File: src/rtl/boot_entry_pkg.sv
package boot_entry_pkg;

    localparam int unsigned WORD_W         = 16;
    localparam int unsigned PREAMBLE_EDGES = 3;

    typedef enum logic [2:0] {
        ST_DETECT,
        ST_PREAMBLE,
        ST_COUNT,
        ST_WORDS,
        ST_STOP,
        ST_FALLBACK
    } boot_state_e;

    typedef struct packed {
        logic              stb;
        logic [WORD_W-1:0] data;
    } rx_word_t;

    function automatic int unsigned ms_to_cycles(input int unsigned clk_hz,
                                                 input int unsigned ms);
        return (clk_hz / 1000) * ms;
    endfunction

endpackage

File: src/rtl/boot_line_sampler.sv
module boot_line_sampler
    import boot_entry_pkg::*;
(
    input  logic     clk,
    input  logic     rst,
    input  logic     en,
    input  logic     sense_clk,
    input  logic     rx_data,
    output logic     rise,
    output rx_word_t word
);
    localparam int unsigned BW = $clog2(WORD_W);
    localparam logic [BW-1:0] LAST_BIT = BW'(WORD_W - 1);

    logic              sense_q;
    logic [BW-1:0]     bit_cnt;
    logic [WORD_W-1:0] shreg;

    assign rise      = sense_clk & ~sense_q;
    assign word.stb  = en & rise & (bit_cnt == LAST_BIT);
    assign word.data = {shreg[WORD_W-2:0], rx_data};

    always_ff @(posedge clk) begin
        if (rst) begin
            sense_q <= 1'b1;
            bit_cnt <= '0;
            shreg   <= '0;
        end else begin
            sense_q <= sense_clk;
            if (!en) begin
                bit_cnt <= '0;
            end else if (rise) begin
                shreg   <= {shreg[WORD_W-2:0], rx_data};
                bit_cnt <= (bit_cnt == LAST_BIT) ? '0 : bit_cnt + 1'b1;
            end
        end
    end

    assert_stb_needs_en_R4: assert property (@(posedge clk) disable iff (rst)
        word.stb |-> (en && sense_clk));

endmodule

File: src/rtl/boot_phase_timer.sv
module boot_phase_timer #(
    parameter int unsigned TMR_W = 8
) (
    input  logic             clk,
    input  logic             rst,
    input  logic             clr,
    input  logic             run,
    input  logic [TMR_W-1:0] limit,
    output logic             expired
);
    logic [TMR_W-1:0] cnt;

    assign expired = run & (cnt == limit - 1'b1);

    always_ff @(posedge clk) begin
        if (rst || clr) begin
            cnt <= '0;
        end else if (run) begin
            cnt <= cnt + 1'b1;
        end
    end

    assert_timer_bound_R3: assert property (@(posedge clk) disable iff (rst)
        run |-> (cnt < limit));

endmodule

File: src/rtl/boot_entry_ctrl.sv
module boot_entry_ctrl
    import boot_entry_pkg::*;
#(
    parameter int unsigned CLK_HZ  = 100_000_000,
    parameter int unsigned PRE_MS  = 15,
    parameter int unsigned CNT_MS  = 1,
    parameter int unsigned WORD_MS = 10
) (
    input  logic              clk,
    input  logic              rst,
    input  logic              sense_clk,
    input  logic              rx_data,
    output logic              ack_tx,
    output logic              wr_en,
    output logic [WORD_W-1:0] wr_addr,
    output logic [WORD_W-1:0] wr_data,
    output logic              done,
    output logic              fallback
);
    localparam int unsigned LIM_PRE  = ms_to_cycles(CLK_HZ, PRE_MS);
    localparam int unsigned LIM_CNT  = ms_to_cycles(CLK_HZ, CNT_MS);
    localparam int unsigned LIM_WORD = ms_to_cycles(CLK_HZ, WORD_MS);
    localparam int unsigned LIM_MAX  = (LIM_PRE > LIM_CNT)
                                     ? ((LIM_PRE > LIM_WORD) ? LIM_PRE : LIM_WORD)
                                     : ((LIM_CNT > LIM_WORD) ? LIM_CNT : LIM_WORD);
    localparam int unsigned TMR_W    = $clog2(LIM_MAX + 1);
    localparam logic [1:0]  LAST_EDGE = 2'(PREAMBLE_EDGES - 1);

    boot_state_e       state;
    logic [1:0]        edges;
    logic [WORD_W-1:0] count;
    logic [WORD_W-1:0] wcnt;
    logic              rise;
    rx_word_t          word;
    logic              timed, advance, tmo, pre_done;
    logic [TMR_W-1:0]  limit;

    boot_line_sampler u_sampler (
        .clk       (clk),
        .rst       (rst),
        .en        ((state == ST_COUNT) || (state == ST_WORDS)),
        .sense_clk (sense_clk),
        .rx_data   (rx_data),
        .rise      (rise),
        .word      (word)
    );

    always_comb begin
        pre_done = (state == ST_PREAMBLE) && rise && (edges == LAST_EDGE);
        timed    = 1'b1;
        advance  = 1'b0;
        limit    = TMR_W'(LIM_PRE);
        unique case (state)
            ST_PREAMBLE: advance = pre_done;
            ST_COUNT: begin
                advance = word.stb;
                limit   = TMR_W'(LIM_CNT);
            end
            ST_WORDS: begin
                advance = word.stb;
                limit   = TMR_W'(LIM_WORD);
            end
            default: timed = 1'b0;
        endcase
    end

    boot_phase_timer #(.TMR_W(TMR_W)) u_timer (
        .clk     (clk),
        .rst     (rst),
        .clr     (advance | ~timed),
        .run     (timed),
        .limit   (limit),
        .expired (tmo)
    );

    always_ff @(posedge clk) begin
        if (rst) begin
            state    <= ST_DETECT;
            ack_tx   <= 1'b1;
            fallback <= 1'b0;
            done     <= 1'b0;
            wr_en    <= 1'b0;
            wr_addr  <= '0;
            wr_data  <= '0;
            edges    <= '0;
            count    <= '0;
            wcnt     <= '0;
        end else begin
            done  <= 1'b0;
            wr_en <= 1'b0;
            unique case (state)
                ST_DETECT: begin
                    if (!sense_clk) begin
                        state  <= ST_PREAMBLE;
                        ack_tx <= 1'b0;
                        edges  <= '0;
                    end else begin
                        state    <= ST_FALLBACK;
                        fallback <= 1'b1;
                    end
                end
                ST_PREAMBLE: begin
                    if (pre_done) begin
                        state <= ST_COUNT;
                    end else if (tmo) begin
                        state    <= ST_FALLBACK;
                        fallback <= 1'b1;
                        ack_tx   <= 1'b1;
                    end else if (rise) begin
                        edges <= edges + 1'b1;
                    end
                end
                ST_COUNT: begin
                    if (word.stb) begin
                        count  <= word.data;
                        ack_tx <= 1'b1;
                        wcnt   <= '0;
                        if (word.data == '0) begin
                            done  <= 1'b1;
                            state <= ST_STOP;
                        end else begin
                            state <= ST_WORDS;
                        end
                    end else if (tmo) begin
                        state    <= ST_FALLBACK;
                        fallback <= 1'b1;
                        ack_tx   <= 1'b1;
                    end
                end
                ST_WORDS: begin
                    if (word.stb) begin
                        wr_en   <= 1'b1;
                        wr_data <= word.data;
                        wr_addr <= wcnt;
                        wcnt    <= wcnt + 1'b1;
                        if ((wcnt + 1'b1) == count) begin
                            done  <= 1'b1;
                            state <= ST_STOP;
                        end
                    end else if (tmo) begin
                        state    <= ST_FALLBACK;
                        fallback <= 1'b1;
                    end
                end
                default: ;
            endcase
        end
    end

    assert_ack_quiet_R2: assert property (@(posedge clk) disable iff (rst)
        !ack_tx |-> (!wr_en && !done && !fallback));

    assert_done_pulse_R8: assert property (@(posedge clk) disable iff (rst)
        done |=> !done);

    assert_no_write_after_done_R8: assert property (@(posedge clk) disable iff (rst)
        done |=> !wr_en);

    assert_fallback_sticky_R9: assert property (@(posedge clk) disable iff (rst)
        fallback |=> fallback);

    assert_fallback_quiet_R9: assert property (@(posedge clk) disable iff (rst)
        fallback |-> (!wr_en && !done && ack_tx));

endmodule

File: config.mk
export PLATFORM = sky130hd
export DESIGN_NAME = boot_entry_ctrl
export DESIGN_NICKNAME = d
export VERILOG_FILES = /design/src/rtl/boot_entry_pkg.sv /design/src/rtl/boot_line_sampler.sv /design/src/rtl/boot_phase_timer.sv /design/src/rtl/boot_entry_ctrl.sv
export SDC_FILE = /design/constraint.sdc
export NUM_CORES = 1
export LEC_CHECK = 0
export ABC_CLOCK_PERIOD_IN_PS = 6200
export BUFFER_PORTS_ARGS = -buffer_cell sky130_fd_sc_hd__buf_4
export CAP_MARGIN = 20
export CORE_UTILIZATION = 63
export CTS_BUF_LIST = sky130_fd_sc_hd__clkbuf_8
export CTS_CLUSTER_SIZE = 16
export DETAILED_ROUTE_END_ITERATION = 10
export PLACE_DENSITY_LB_ADDON = 0.1
export SLEW_MARGIN = 20
export SYNTH_ARGS = -nofsm -noshare
export SYNTH_HDL_FRONTEND = slang
export SYNTH_HIERARCHICAL = 1
export SYNTH_SLANG_ARGS = --single-unit
File: constraint.sdc
create_clock -name clk -period 6.2 [get_ports clk]
set_input_delay 0.62 -clock clk [delete_from_list [all_inputs] [get_ports clk]]
set_output_delay 0.62 -clock clk [all_outputs]
set_load 0.02 [all_outputs]
==> impl_metrics.json <==
{
  "synth_ff_type": "dfxtp_1",
  "ys.warnings.count": 6,
  "synth_enable_flop_cells": 0,
  "drive_gt1_share_pct": 12.16,
  "dp_hpwl_um": 9500,
  "crit_chain": "nor2b_1, inv_1, nor2_1, inv_1, nor3_2, nand4_1, a221oi_2, nand4_1, a211oi_1, nand2_1, a211oi_1, a211oi_1, nor2_1, and2_1",
  "post_drt_wl_per_cell_um": 14.98,
  "met1_usage_pct": 39.68,
  "path_max_fanout": 21,
  "post_dp_cell_area_um2": 6269,
  "synth_area_leader_cell": "dfxtp_1",
  "seq_power_share_pct": 47.7,
  "synth_seq_cells": 114,
  "antenna_cells": 0,
  "cts_buffer_depth": 2,
  "rsz0062_at_grt": "no",
  "fin_nets": 803,
  "p_sw_uw": 403.2,
  "postSynthCellCount": 743,
  "timing.final.crit_share_pct": 76.23,
  "cp.required_ns": 6.58,
  "arrival_ns": 5.10,
  "crit_slowest_cell": "nor2_1",
  "place_congestion": 0.8716,
  "cellPowerDensity_nw_per_um2": 236.4,
  "maxCapViolCount": 0,
  "final_area_um2": 6676,
  "met2_usage_pct": 44.65,
  "final-hold-violation-count": 0,
  "syn_to_final_growth_pct": 12.98,
  "syn-cell-area_um2": 5909,
  "numCtsBuffers": 17,
  "drtIter0Drc": 337,
  "pre_cts_ws_ns": 1.714,
  "synth_cell_types": 70,
  "die_w_um": 98.85,
  "syn_avg_cell_area_um2": 7.953,
  "fill_cells": 723,
  "ant_nets": 0,
  "die_y_um": 98.85,
  "pwr-share-comb_pct": 8.0,
  "cts_resized": 0,
  "final.min_clock_period_ns": 4.726,
  "cts_tree": "built",
  "first_pass_iters": 5,
  "totalWireLength_um": 13690,
  "setup_tns_ns": 0,
  "cp-start-kind": "register",
  "cts.clk_slew.worst_paths_ns": 0.07,
  "synthArstFlopShare_pct": 0,
  "cts.sinks": 114,
  "rows": 34,
  "cts_hold_buf": 0,
  "setup_viol": 0,
  "p_clk_share_pct": 44.3,
  "synthTopCellsByArea": "dfxtp_1, nand2_1, a21oi_1",
  "dr_total_vias": 5370,
  "grt_use_met3_pct": 8.014,
  "final.setup.worst_slack_ns": 1.474,
  "vias_per_cell": 5.875,
  "ys_seq_area_share_pct": 38.62,
  "finClkSkew_ns": 0.007112,
  "grt_max_degree": 78,
  "crit_family": "simple AND/OR/NAND/NOR gates",
  "cpPeakStageDelay_ns": 0.69,
  "postCtsSetupBuffers": 0,
  "busiest_layer": "met2",
  "endpoint_kind": "register",
  "clk_latency_ns": 0.43,
  "drcViolationCount": 0,
  "status": "completed",
  "initial_core_util_pct": 66.46,
  "intPower_mw": 1.175,
  "hold_class": "reg -> reg",
  "synth_top_cell_area_share_pct": 38.62,
  "clock-root-buffer": "clkbuf_8",
  "slew_viol_final": 0,
  "antenna_found_initial": 0,
  "port_buffers": 39,
  "grt_pass1_vias": 4875,
  "relSlewSlack_pct": 32.69,
  "grt_pass1_wl_um": 22660,
  "path_buf_inv": 2,
  "switching_share_pct": 25.55,
  "design.die.area_um2": 9771,
  "cts-htree-levels": 4,
  "grtUsageTotal_pct": 29.24,
  "ir_worst_vdd_uv": 243.8,
  "io_pins": 40,
  "critPathMostFrequentCell": "a211oi_1",
  "grt-ovfl-total": 0,
  "path_class": "reg -> reg",
  "fmax_ghz": 0.2116,
  "p_leak_nw": 2.393,
  "core_um2": 8891,
  "tightest_slew_ns": 1.006
}
## cells in the mapped netlist, drive strengths merged (2+ instances only)
cell type / instances
nor2: 62
dfxtp: 114
nand2b: 2
o311ai: 2
nand3: 24
a21oi: 80
xor2: 34
nand4: 20
or3: 9
o41ai: 6
clkbuf: 30
and3b: 2
and4: 3
nor3b: 3
mux2i: 7
inv: 13
a31oi: 6
nor4b: 5
and3: 3
nor2b: 5
conb: 2
and2: 4
o22ai: 2
ha: 5
a211oi: 4
buf: 14
xnor2: 26
nor3: 13
a221oi: 3
nor4: 10
o31ai: 7
or4: 4
a22o: 2
nand3b: 7
or2: 3
nand4b: 7
o21a: 2
nand2: 154
o21ai: 31
## path summary, 6_finish.rpt
check                                 from                  endpoint  slack, ns  depth (start not counted)
setup / recovery     state[1]$_SDFFE_PP0P_     state[2]$_SDFFE_PP0P_       1.47                         14
setup reg to reg     state[1]$_SDFFE_PP0P_     state[2]$_SDFFE_PP0P_       1.47                         14
hold reg to reg   wr_data[14]$_SDFFE_PP0P_  wr_data[14]$_SDFFE_PP0P_       0.45                          2
hold / removal    wr_data[14]$_SDFFE_PP0P_  wr_data[14]$_SDFFE_PP0P_       0.45                          2
## stage by stage
| step | utilization, % | power (mW) | hold slack [ns] | std cells |
|---|---|---|---|---|
| after floorplan | - | 0.8639 | 0.4356 | 776 |
| after global placement | 70.50 | 0.8836 | 0.4423 | 882 |
| after detailed placement | 70.50 | 0.8890 | 0.4474 | 882 |
| after CTS | 75.01 | 1.584 | 0.4303 | 913 |
| after global routing | 75.09 | 1.635 | 0.4460 | 914 |
| final | 75.09 | 1.578 | 0.4540 | 914 |
## logic make-up after synthesis
logic type | after synthesis | share of synthesized area [%]
AND/OR/NAND/NOR | 343 | 29.60
adder cells (fa/ha/maj) | 5 | 1.059
multiplexers | 7 | 1.186
flip-flops | 114 | 38.62
XOR/XNOR | 61 | 9.274
AO/OA/AOI/OAI | 154 | 15.63
buffers and inverters | 57 | 4.510
other | 2 | 0.1271
## sequential cells by signal, indices dropped and copies added, names as in the netlist
| register | flops |
|---|---|
| u_sampler/shreg | 15 |
| u_sampler/bit_cnt | 4 |
| done | 1 |
| edges | 2 |
| count | 16 |
| wr_data | 16 |
| fallback | 1 |
| wr_addr | 16 |
| u_sampler/sense_q | 1 |
| u_timer/cnt | 21 |
| state | 3 |
| ack_tx | 1 |
| wr_en | 1 |
| wcnt | 16 |
## cell usage in the layout (no fill, tap or decap), types with 4 or more instances in the layout
cell type and count:
a211oi_1 4, o31ai_1 6, o41ai_1 6, nor4_1 6, nand4_1 19, o21ai_0 30
nand3_1 22, a21oi_1 76, a21oi_2 4, nand3b_1 6, ha_1 5, conb_1 35
nand4b_1 7, xnor2_1 26, nor2_1 61, mux2i_1 7, xor2_1 34, or3_1 9
clkinv_2 4, a31oi_1 6, nor2b_1 5, and2_1 4, clkbuf_8 17, inv_1 14
nor3_1 11, buf_4 43, clkinv_4 5, nand2_1 154, dfxtp_1 114
## layer usage
| layer | up-vias | part of all wire [%] | wire, um |
|---|---|---|---|
| li1 | 2660 | - | - |
| met1 | 2516 | 48 | 6559 |
| met2 | 179 | 45 | 6161 |
| met3 | 15 | 5.8 | 800 |
| met4 | 0 | 1.2 | 171 |
| met5 | - | 0 | 0 |
## cell type report
| cell class | count | area (um^2) | area share [%] |
|---|---|---|---|
| multi-input combinational | 605 | 3487 | 52.23 |
| sequential | 114 | 2282 | 34.18 |
| timing repair buffer | 43 | 322.8 | 4.835 |
| clock buffer | 17 | 234.0 | 3.504 |
| clock inverter | 14 | 166.4 | 2.493 |
| tap | 108 | 135.1 | 2.024 |
| inverter | 13 | 48.80 | 0.7309 |
## power by group through the flow
stage / Clock, mW / Combinational [mW] / Sequential [mW]
6_report: 0.700 / 0.126 / 0.753
5_1_grt: 0.743 / 0.138 / 0.753
4_1_cts: 0.710 / 0.122 / 0.752
3_5_place_dp: 0 / 0.121 / 0.768
3_3_place_gp: 0 / 0.116 / 0.767
2_1_floorplan: 0 / 0.102 / 0.761
## tightest hold or removal path: stages (launching register included)
cell and delay, ns:
dfxtp_1 0.31, nand2_1 0.05, a21oi_1 0.05
Power figures use the tool's default switching activity.
